$ cat config.mk
export PLATFORM = sky130hd
export DESIGN_NAME = tourney_select
export DESIGN_NICKNAME = d
export VERILOG_FILES = /design/src/rtl/tsel_pkg.sv /design/src/rtl/tsel_lfsr.sv /design/src/rtl/tsel_judge.sv /design/src/rtl/tsel_ctrl.sv /design/src/rtl/tourney_select.sv
export SDC_FILE = /design/constraint.sdc
export NUM_CORES = 1
export LEC_CHECK = 0
export BUFFER_PORTS_ARGS = -buffer_cell sky130_fd_sc_hd__buf_2
export CAP_MARGIN = 20
export CORE_UTILIZATION = 35
export CTS_BUF_LIST = sky130_fd_sc_hd__clkbuf_2
export CTS_CLUSTER_DIAMETER = 40
export DETAILED_ROUTE_END_ITERATION = 6
export PLACE_DENSITY = 0.53
export SYNTH_ARGS = -nofsm -noshare
export SYNTH_HDL_FRONTEND = slang
export SYNTH_SLANG_ARGS = --single-unit
$ cat constraint.sdc
create_clock -name clk -period 3.11 [get_ports clk]
set_clock_uncertainty 0.15 [all_clocks]
set_input_delay 0.1555 -clock clk [delete_from_list [all_inputs] [get_ports clk]]
set_output_delay 0.1555 -clock clk [all_outputs]
set_load 0.05 [all_outputs]
$ cat src/rtl/tsel_pkg.sv
`timescale 1ns/1ps
package tsel_pkg;

    localparam int          LFSR_W     = 16;
    localparam logic [15:0] LFSR_RESET = 16'hACE1;
    localparam logic [15:0] LFSR_SAFE  = 16'h0001;

    typedef enum logic [2:0] {
        PH_IDLE,
        PH_DRAW_X,
        PH_DRAW_Y,
        PH_READ_X,
        PH_READ_Y,
        PH_JUDGE
    } phase_e;

    // one Fibonacci step of x^16 + x^14 + x^13 + x^11 + 1
    function automatic logic [LFSR_W-1:0] lfsr_step(input logic [LFSR_W-1:0] s);
        return {s[14:0], s[15] ^ s[13] ^ s[12] ^ s[10]};
    endfunction

    // an all-zero state would lock the register
    function automatic logic [LFSR_W-1:0] seed_fix(input logic [LFSR_W-1:0] s);
        return (s == '0) ? LFSR_SAFE : s;
    endfunction

endpackage

$ cat src/rtl/tsel_lfsr.sv
`timescale 1ns/1ps
module tsel_lfsr
    import tsel_pkg::*;
(
    input  logic              clk,
    input  logic              rst,
    input  logic              load,
    input  logic [LFSR_W-1:0] seed,
    input  logic              step,
    output logic [LFSR_W-1:0] state
);

    always_ff @(posedge clk) begin
        if (rst)       state <= LFSR_RESET;
        else if (load) state <= seed_fix(seed);
        else if (step) state <= lfsr_step(state);
    end

    // generator never sits in the locked all-zero state
    a_r2_nonzero: assert property (@(posedge clk) disable iff (rst) state != '0);

    // generator holds unless loaded or stepped
    a_r2_hold: assert property (@(posedge clk) disable iff (rst)
        (!load && !step) |=> $stable(state));

endmodule

$ cat src/rtl/tsel_judge.sv
`timescale 1ns/1ps
module tsel_judge #(
    parameter int IDX_W = 4,
    parameter int FIT_W = 8
) (
    input  logic [IDX_W-1:0] idx_x,
    input  logic [FIT_W-1:0] fit_x,
    input  logic [IDX_W-1:0] idx_y,
    input  logic [FIT_W-1:0] fit_y,
    output logic [IDX_W-1:0] winner
);

    logic y_better;
    logic tie;

    always_comb begin
        y_better = fit_y < fit_x;
        tie      = fit_y == fit_x;
        if (y_better)                 winner = idx_y;
        else if (tie && idx_y < idx_x) winner = idx_y;
        else                           winner = idx_x;
    end

endmodule

$ cat src/rtl/tsel_ctrl.sv
`timescale 1ns/1ps
module tsel_ctrl
    import tsel_pkg::*;
#(
    parameter int POP   = 12,
    parameter int IDX_W = 4,
    parameter int FIT_W = 8
) (
    input  logic              clk,
    input  logic              rst,
    input  logic              start,
    input  logic [LFSR_W-1:0] rnd,
    input  logic [FIT_W-1:0]  fit_data,
    input  logic [IDX_W-1:0]  winner,
    output logic              step,
    output logic              fit_rd,
    output logic [IDX_W-1:0]  fit_addr,
    output logic [IDX_W-1:0]  cand_x,
    output logic [IDX_W-1:0]  cand_y,
    output logic [FIT_W-1:0]  fit_x,
    output logic              busy,
    output logic              done,
    output logic [IDX_W-1:0]  parent_a,
    output logic [IDX_W-1:0]  parent_b
);

    localparam logic [IDX_W:0] POP_EXT = (IDX_W+1)'(POP);

    phase_e           phase;
    logic             second;
    logic [IDX_W-1:0] draw_idx;
    logic             draw_ok;

    always_comb begin
        draw_idx = rnd[IDX_W-1:0];
        draw_ok  = {1'b0, draw_idx} < POP_EXT;
        step     = (phase == PH_DRAW_X) || (phase == PH_DRAW_Y);
        fit_rd   = (phase == PH_READ_X) || (phase == PH_READ_Y);
        fit_addr = (phase == PH_READ_Y) ? cand_y : cand_x;
        busy     = phase != PH_IDLE;
    end

    always_ff @(posedge clk) begin
        if (rst) begin
            phase    <= PH_IDLE;
            second   <= 1'b0;
            cand_x   <= '0;
            cand_y   <= '0;
            fit_x    <= '0;
            parent_a <= '0;
            parent_b <= '0;
            done     <= 1'b0;
        end else begin
            done <= 1'b0;
            unique case (phase)
                PH_IDLE: begin
                    if (start) begin
                        second <= 1'b0;
                        phase  <= PH_DRAW_X;
                    end
                end
                PH_DRAW_X: begin
                    if (draw_ok) begin
                        cand_x <= draw_idx;
                        phase  <= PH_DRAW_Y;
                    end
                end
                PH_DRAW_Y: begin
                    if (draw_ok) begin
                        cand_y <= draw_idx;
                        phase  <= PH_READ_X;
                    end
                end
                PH_READ_X: phase <= PH_READ_Y;
                PH_READ_Y: begin
                    fit_x <= fit_data;   // answer to the PH_READ_X request
                    phase <= PH_JUDGE;
                end
                PH_JUDGE: begin
                    if (!second) begin
                        parent_a <= winner;
                        second   <= 1'b1;
                        phase    <= PH_DRAW_X;
                    end else if (winner == parent_a) begin
                        phase <= PH_DRAW_X;
                    end else begin
                        parent_b <= winner;
                        done     <= 1'b1;
                        phase    <= PH_IDLE;
                    end
                end
                default: phase <= PH_IDLE;
            endcase
        end
    end

    // completion marker lasts one cycle
    a_r8_done_pulse: assert property (@(posedge clk) disable iff (rst)
        done |=> !done);

    // done never overlaps an active selection
    a_r8_done_idle: assert property (@(posedge clk) disable iff (rst)
        done |-> !busy);

    // parents frozen while idle and no start is taken
    a_r8_hold: assert property (@(posedge clk) disable iff (rst)
        (!busy && !start) |=> ($stable(parent_a) && $stable(parent_b)));

    // delivered parents differ
    a_r6_distinct: assert property (@(posedge clk) disable iff (rst)
        done |-> (parent_a != parent_b));

    // reads stay inside the population
    a_r7_addr_range: assert property (@(posedge clk) disable iff (rst)
        fit_rd |-> ({1'b0, fit_addr} < POP_EXT));

    // accepted candidates are inside the population
    a_r3_cand_range: assert property (@(posedge clk) disable iff (rst)
        (phase == PH_JUDGE) |-> ({1'b0, cand_x} < POP_EXT && {1'b0, cand_y} < POP_EXT));

    // judged winner is never less fit than the other candidate
    a_r4_fitter: assert property (@(posedge clk) disable iff (rst)
        (phase == PH_JUDGE) |->
            ((winner == cand_x) ? (fit_x <= fit_data) : (fit_data <= fit_x)));

    // generator does not advance while idle
    a_r9_idle_quiet: assert property (@(posedge clk) disable iff (rst)
        !busy |-> !step);

endmodule

$ cat src/rtl/tourney_select.sv
`timescale 1ns/1ps
module tourney_select
    import tsel_pkg::*;
#(
    parameter int POP   = 12,
    parameter int FIT_W = 8,
    localparam int IDX_W = (POP > 1) ? $clog2(POP) : 1
) (
    input  logic             clk,
    input  logic             rst,
    input  logic             seed_load,
    input  logic [15:0]      seed_value,
    input  logic             start,
    output logic             busy,
    output logic             done,
    output logic             fit_rd,
    output logic [IDX_W-1:0] fit_addr,
    input  logic [FIT_W-1:0] fit_data,
    output logic [IDX_W-1:0] parent_a,
    output logic [IDX_W-1:0] parent_b
);

    logic [LFSR_W-1:0] rnd;
    logic              step;
    logic              load_ok;
    logic [IDX_W-1:0]  cand_x;
    logic [IDX_W-1:0]  cand_y;
    logic [FIT_W-1:0]  fit_x;
    logic [IDX_W-1:0]  winner;

    assign load_ok = seed_load && !busy;

    tsel_lfsr u_lfsr (
        .clk   (clk),
        .rst   (rst),
        .load  (load_ok),
        .seed  (seed_value),
        .step  (step),
        .state (rnd)
    );

    tsel_judge #(.IDX_W(IDX_W), .FIT_W(FIT_W)) u_judge (
        .idx_x  (cand_x),
        .fit_x  (fit_x),
        .idx_y  (cand_y),
        .fit_y  (fit_data),
        .winner (winner)
    );

    tsel_ctrl #(.POP(POP), .IDX_W(IDX_W), .FIT_W(FIT_W)) u_ctrl (
        .clk      (clk),
        .rst      (rst),
        .start    (start),
        .rnd      (rnd),
        .fit_data (fit_data),
        .winner   (winner),
        .step     (step),
        .fit_rd   (fit_rd),
        .fit_addr (fit_addr),
        .cand_x   (cand_x),
        .cand_y   (cand_y),
        .fit_x    (fit_x),
        .busy     (busy),
        .done     (done),
        .parent_a (parent_a),
        .parent_b (parent_b)
    );

    initial begin
        a_r6_pop_min: assert (POP >= 2);
    end

endmodule

==> out/summary.txt <==
STA
--------------------------------------------------------------------------------
Max transition margin .............................................        0.407
Final period util .................................................        0.750
Setup-violating endpoint count in the final report ................            0
Total count of max-transition violations in the final report ......            0
Final-layout setup total negative slack ...........................         0 ns
Max Clk Rate ......................................................      429 MHz
Final-report hold violation count .................................            0
Setup repair after global routing missed its margin ...............           no
Final Critical Period .............................................      2.33 ns
Slew @ Worst Pin ..................................................     0.890 ns

SYNTH
--------------------------------------------------------------------------------
Sequential area share after synthesis .............................        0.369
Most area-consuming cells after synthesis ......................... sky130_fd_sc_hd__dfxtp_1, sky130_fd_sc_hd__nand2_1, sky130_fd_sc_hd__ha_1
Share of Yosys cell area claimed by the top area cell type ........        0.369
Cell variety after synth ..........................................           53
Cell area after synthesis .........................................  0.00244 mm2
Synthesized-area fraction occupied by and/or/nand/nor cells .......        0.265
Largest family of logic cells by synthesized area ................. simple AND/OR/NAND/NOR gates
Complex-gate fraction of the synthesized area .....................        0.197
Most instantiated flip-flop cell in the synthesis netlist ......... sky130_fd_sc_hd__dfxtp_1
Ys async rst share ................................................            0
Cell type contributing the most total cell area after synthesis ... sky130_fd_sc_hd__dfxtp_1
YS warnings .......................................................            0
Portion of netlist area occupied by mux cells .....................       0.0246
Post-synthesis area per instance ..................................     8.19 um2
Synth Net Count ...................................................          337
Number of flops mapped to enable cells by yosys ...................            0
Leading cell types by count after synthesis ....................... sky130_fd_sc_hd__dfxtp_1, sky130_fd_sc_hd__nand2_1, sky130_fd_sc_hd__nor2_1, sky130_fd_sc_hd__a21oi_1, sky130_fd_sc_hd__o21ai_0
Most frequent cell after synthesis ................................ sky130_fd_sc_hd__dfxtp_1
Share of the synthesized netlist area taken by xor and xnor gates .       0.0395
Synth Area in Adders ..............................................       0.0564
Number of instances in the synthesized netlist ....................          298
Register bit count reported by yosys ..............................           45

PWR
--------------------------------------------------------------------------------
Total power divided by cell area ..................................   523 mW/mm2
Worst IR Drop VDD .................................................     0.242 mV
Leak ..............................................................   0.00124 uW

CTS
--------------------------------------------------------------------------------
Clock tree from TritonCTS .........................................         done
CTS Buf Count .....................................................            5
Cell at the root of the clock tree ................................ sky130_fd_sc_hd__clkbuf_2
Cells resized by post-CTS repair ..................................            0
Number of buffers added to fix hold violations after cts ..........           25
Worst-path clk slew ...............................................      0.23 ns
Number of H-tree levels ...........................................            2
Clk sinks .........................................................           45
Post-CTS Setup Inserts ............................................            0
Worst skew pair latency ...........................................      0.41 ns
Worst-case clock buffer depth .....................................            2

ROUTE
--------------------------------------------------------------------------------
DR pass1 iterations ...............................................            4
Via total after detailed routing ..................................         2238
Routed wire length per instance ...................................      13.0 um
Detailed-route wire length ........................................      5740 um
Number of nets still failing antenna checks after routing .........            0
Vias/cell .........................................................         5.06
Iteration-0 DRC count of the detailed router ......................           74
Remaining routing DRC violations ..................................            0

GLOBAL ROUTING
--------------------------------------------------------------------------------
Number of antenna violations at the first check in global routing .            0
First-pass GRT wire length ........................................      9850 um
Gr usage total ....................................................        0.168
Final global-route overflow total .................................            0
Number of global-route vias before repair .........................         2186
Largest net degree at the start of global routing .................           50

WORST SETUP PATH
--------------------------------------------------------------------------------
Flop-to-flop setup slack ..........................................      0.89 ns
Count of buffer and inverter cells on the critical path ...........            1
CP Depth ..........................................................            5
Cell type group with the largest total delay on the critical path . simple AND/OR/NAND/NOR gates
First element of the critical path ................................ u_ctrl.phase[0]
CP startpoint kind ................................................    flip-flop
Critical Path AT ..................................................      2.03 ns
Slowest library cell on the worst path ............................ sky130_fd_sc_hd__and2_1
Crit path required time ...........................................      2.80 ns
Crit path cell chain .............................................. nor2_1, and2_1, nand2_1, o21ai_0, buf_2
Top fanout value on the critical path .............................           15
Worst setup path endpoint .........................................  fit_addr[3]
Reg2Reg Depth .....................................................            8
Reg2Reg Capture Point ............................................. u_ctrl.parent_b[3]
Largest stage delay, worst path ...................................      0.47 ns
Crit path capture type ............................................   output pin
Critical setup path kind ..........................................   reg -> out
Critical register-to-register path startpoint ..................... u_ctrl.fit_x[7]

PLACE
--------------------------------------------------------------------------------
Total of buffers placed on input and output ports .................           42
Final weighted congestion in routability-driven placement .........        0.806
HPWL after DPL ....................................................      3970 um

LAYOUT
--------------------------------------------------------------------------------
Share of the core filled with cells in the final layout ...........        0.447
Final antenna diode count .........................................            0
Synthesis-to-finish area growth ...................................        23.7%
Final-stage net count .............................................          400
Share of layout cells above drive strength 1 ......................        0.213

JOB
--------------------------------------------------------------------------------
# Max-Cap Violations ..............................................            0

FLOORPLAN
--------------------------------------------------------------------------------
X dimension of the die ............................................      85.5 um
Area of the die ...................................................  0.00731 mm2
Area of the placeable core ........................................  0.00676 mm2
DIE HEIGHT ........................................................      85.5 um
I/O pin cnt .......................................................           43
Effective utilization at floorplan ................................        0.361
Placement row count ...............................................           30

HOLD PATH
--------------------------------------------------------------------------------
Type of the worst min-delay path ..................................    in -> reg

OUTCOME
--------------------------------------------------------------------------------
Status ............................................................ finished clean

sequential cells by signal, indices dropped and copies added (netlist names):
name and cells:
u_ctrl.fit_x 8, u_lfsr.state 16, u_ctrl.parent_b 4, u_ctrl.second 1, u_ctrl.phase 3, u_ctrl.done 1
u_ctrl.cand_x 4, u_ctrl.parent_a 4, u_ctrl.cand_y 4
report_power, final:
group	switching [uW]	internal, uW	leakage, uW	total [uW]
Combinational	298	226	0.000827	525
Sequential	75.0	650	0.000368	725
Clock	192	137	0.0000406	329
Total	565	1010	0.00124	1580
placed cells by master (no fill, tap or decap), drive strengths merged, types with 11 or more instances in the layout:
cell type | netlist | final
buf | 8 | 45
a21oi | 22 | 22
nand2 | 43 | 43
o21ai | 21 | 21
dfxtp | 45 | 45
nor3 | 16 | 16
dlygate4sd3 | 0 | 25
ha | 11 | 11
inv | 13 | 13
nor2 | 27 | 27
stage by stage:
step | setup slack (ns) | hold slack, ns | std cells | power, uW | area [um2]
2_1_floorplan | 0.729 | 0.141 | 298 | 1130 | 2440
3_3_place_gp | 0.938 | 0.251 | 409 | 1240 | 2700
3_5_place_dp | 0.925 | 0.251 | 409 | 1240 | 2700
4_1_cts | 0.750 | 0.198 | 442 | 1590 | 3020
5_1_grt | 0.530 | 0.204 | 442 | 1700 | 3020
6_report | 0.777 | 0.213 | 442 | 1580 | 3020
metal layers:
metal | part of all wire | vias up | global-route usage
li1 | - | 1178 | -
met2 | 0.48 | 38 | 0.300
met5 | 0 | - | 0
met3 | 0.023 | 4 | 0.0289
met4 | 0.0071 | 0 | 0.0455
met1 | 0.49 | 1018 | 0.209
worst min path at each step:
stage	endpoint	slack, ns	start	depth (start not counted)
global route	u_ctrl.fit_x[2]	0.20	rst	2
floorplan	u_lfsr.state[0]	0.14	seed_value[0]	2
finish	u_ctrl.phase[2]	0.21	rst	2
global placement	u_lfsr.state[0]	0.25	seed_value[0]	3
CTS	u_ctrl.fit_x[2]	0.20	rst	2
detailed placement	u_lfsr.state[0]	0.25	seed_value[0]	3
kinds of logic after synthesis:
group,after synthesis
AO/OA/AOI/OAI,72
XOR/XNOR,11
adder cells (fa/ha/maj),11
buffers and inverters,27
flip-flops,45
multiplexers,4
AND/OR/NAND/NOR,128
layout make-up:
| cell class | instances | area [um2] |
|---|---|---|
| multi-input combinational | 226 | 1420 |
| clock buffer | 6 | 30.0 |
| tap | 80 | 100 |
| inverter | 13 | 48.8 |
| fill | 673 | 3740 |
| sequential | 45 | 901 |
| timing repair buffer | 70 | 483 |
| clock inverter | 2 | 33.8 |
Note: power is estimated with default switching activity, not from simulation.
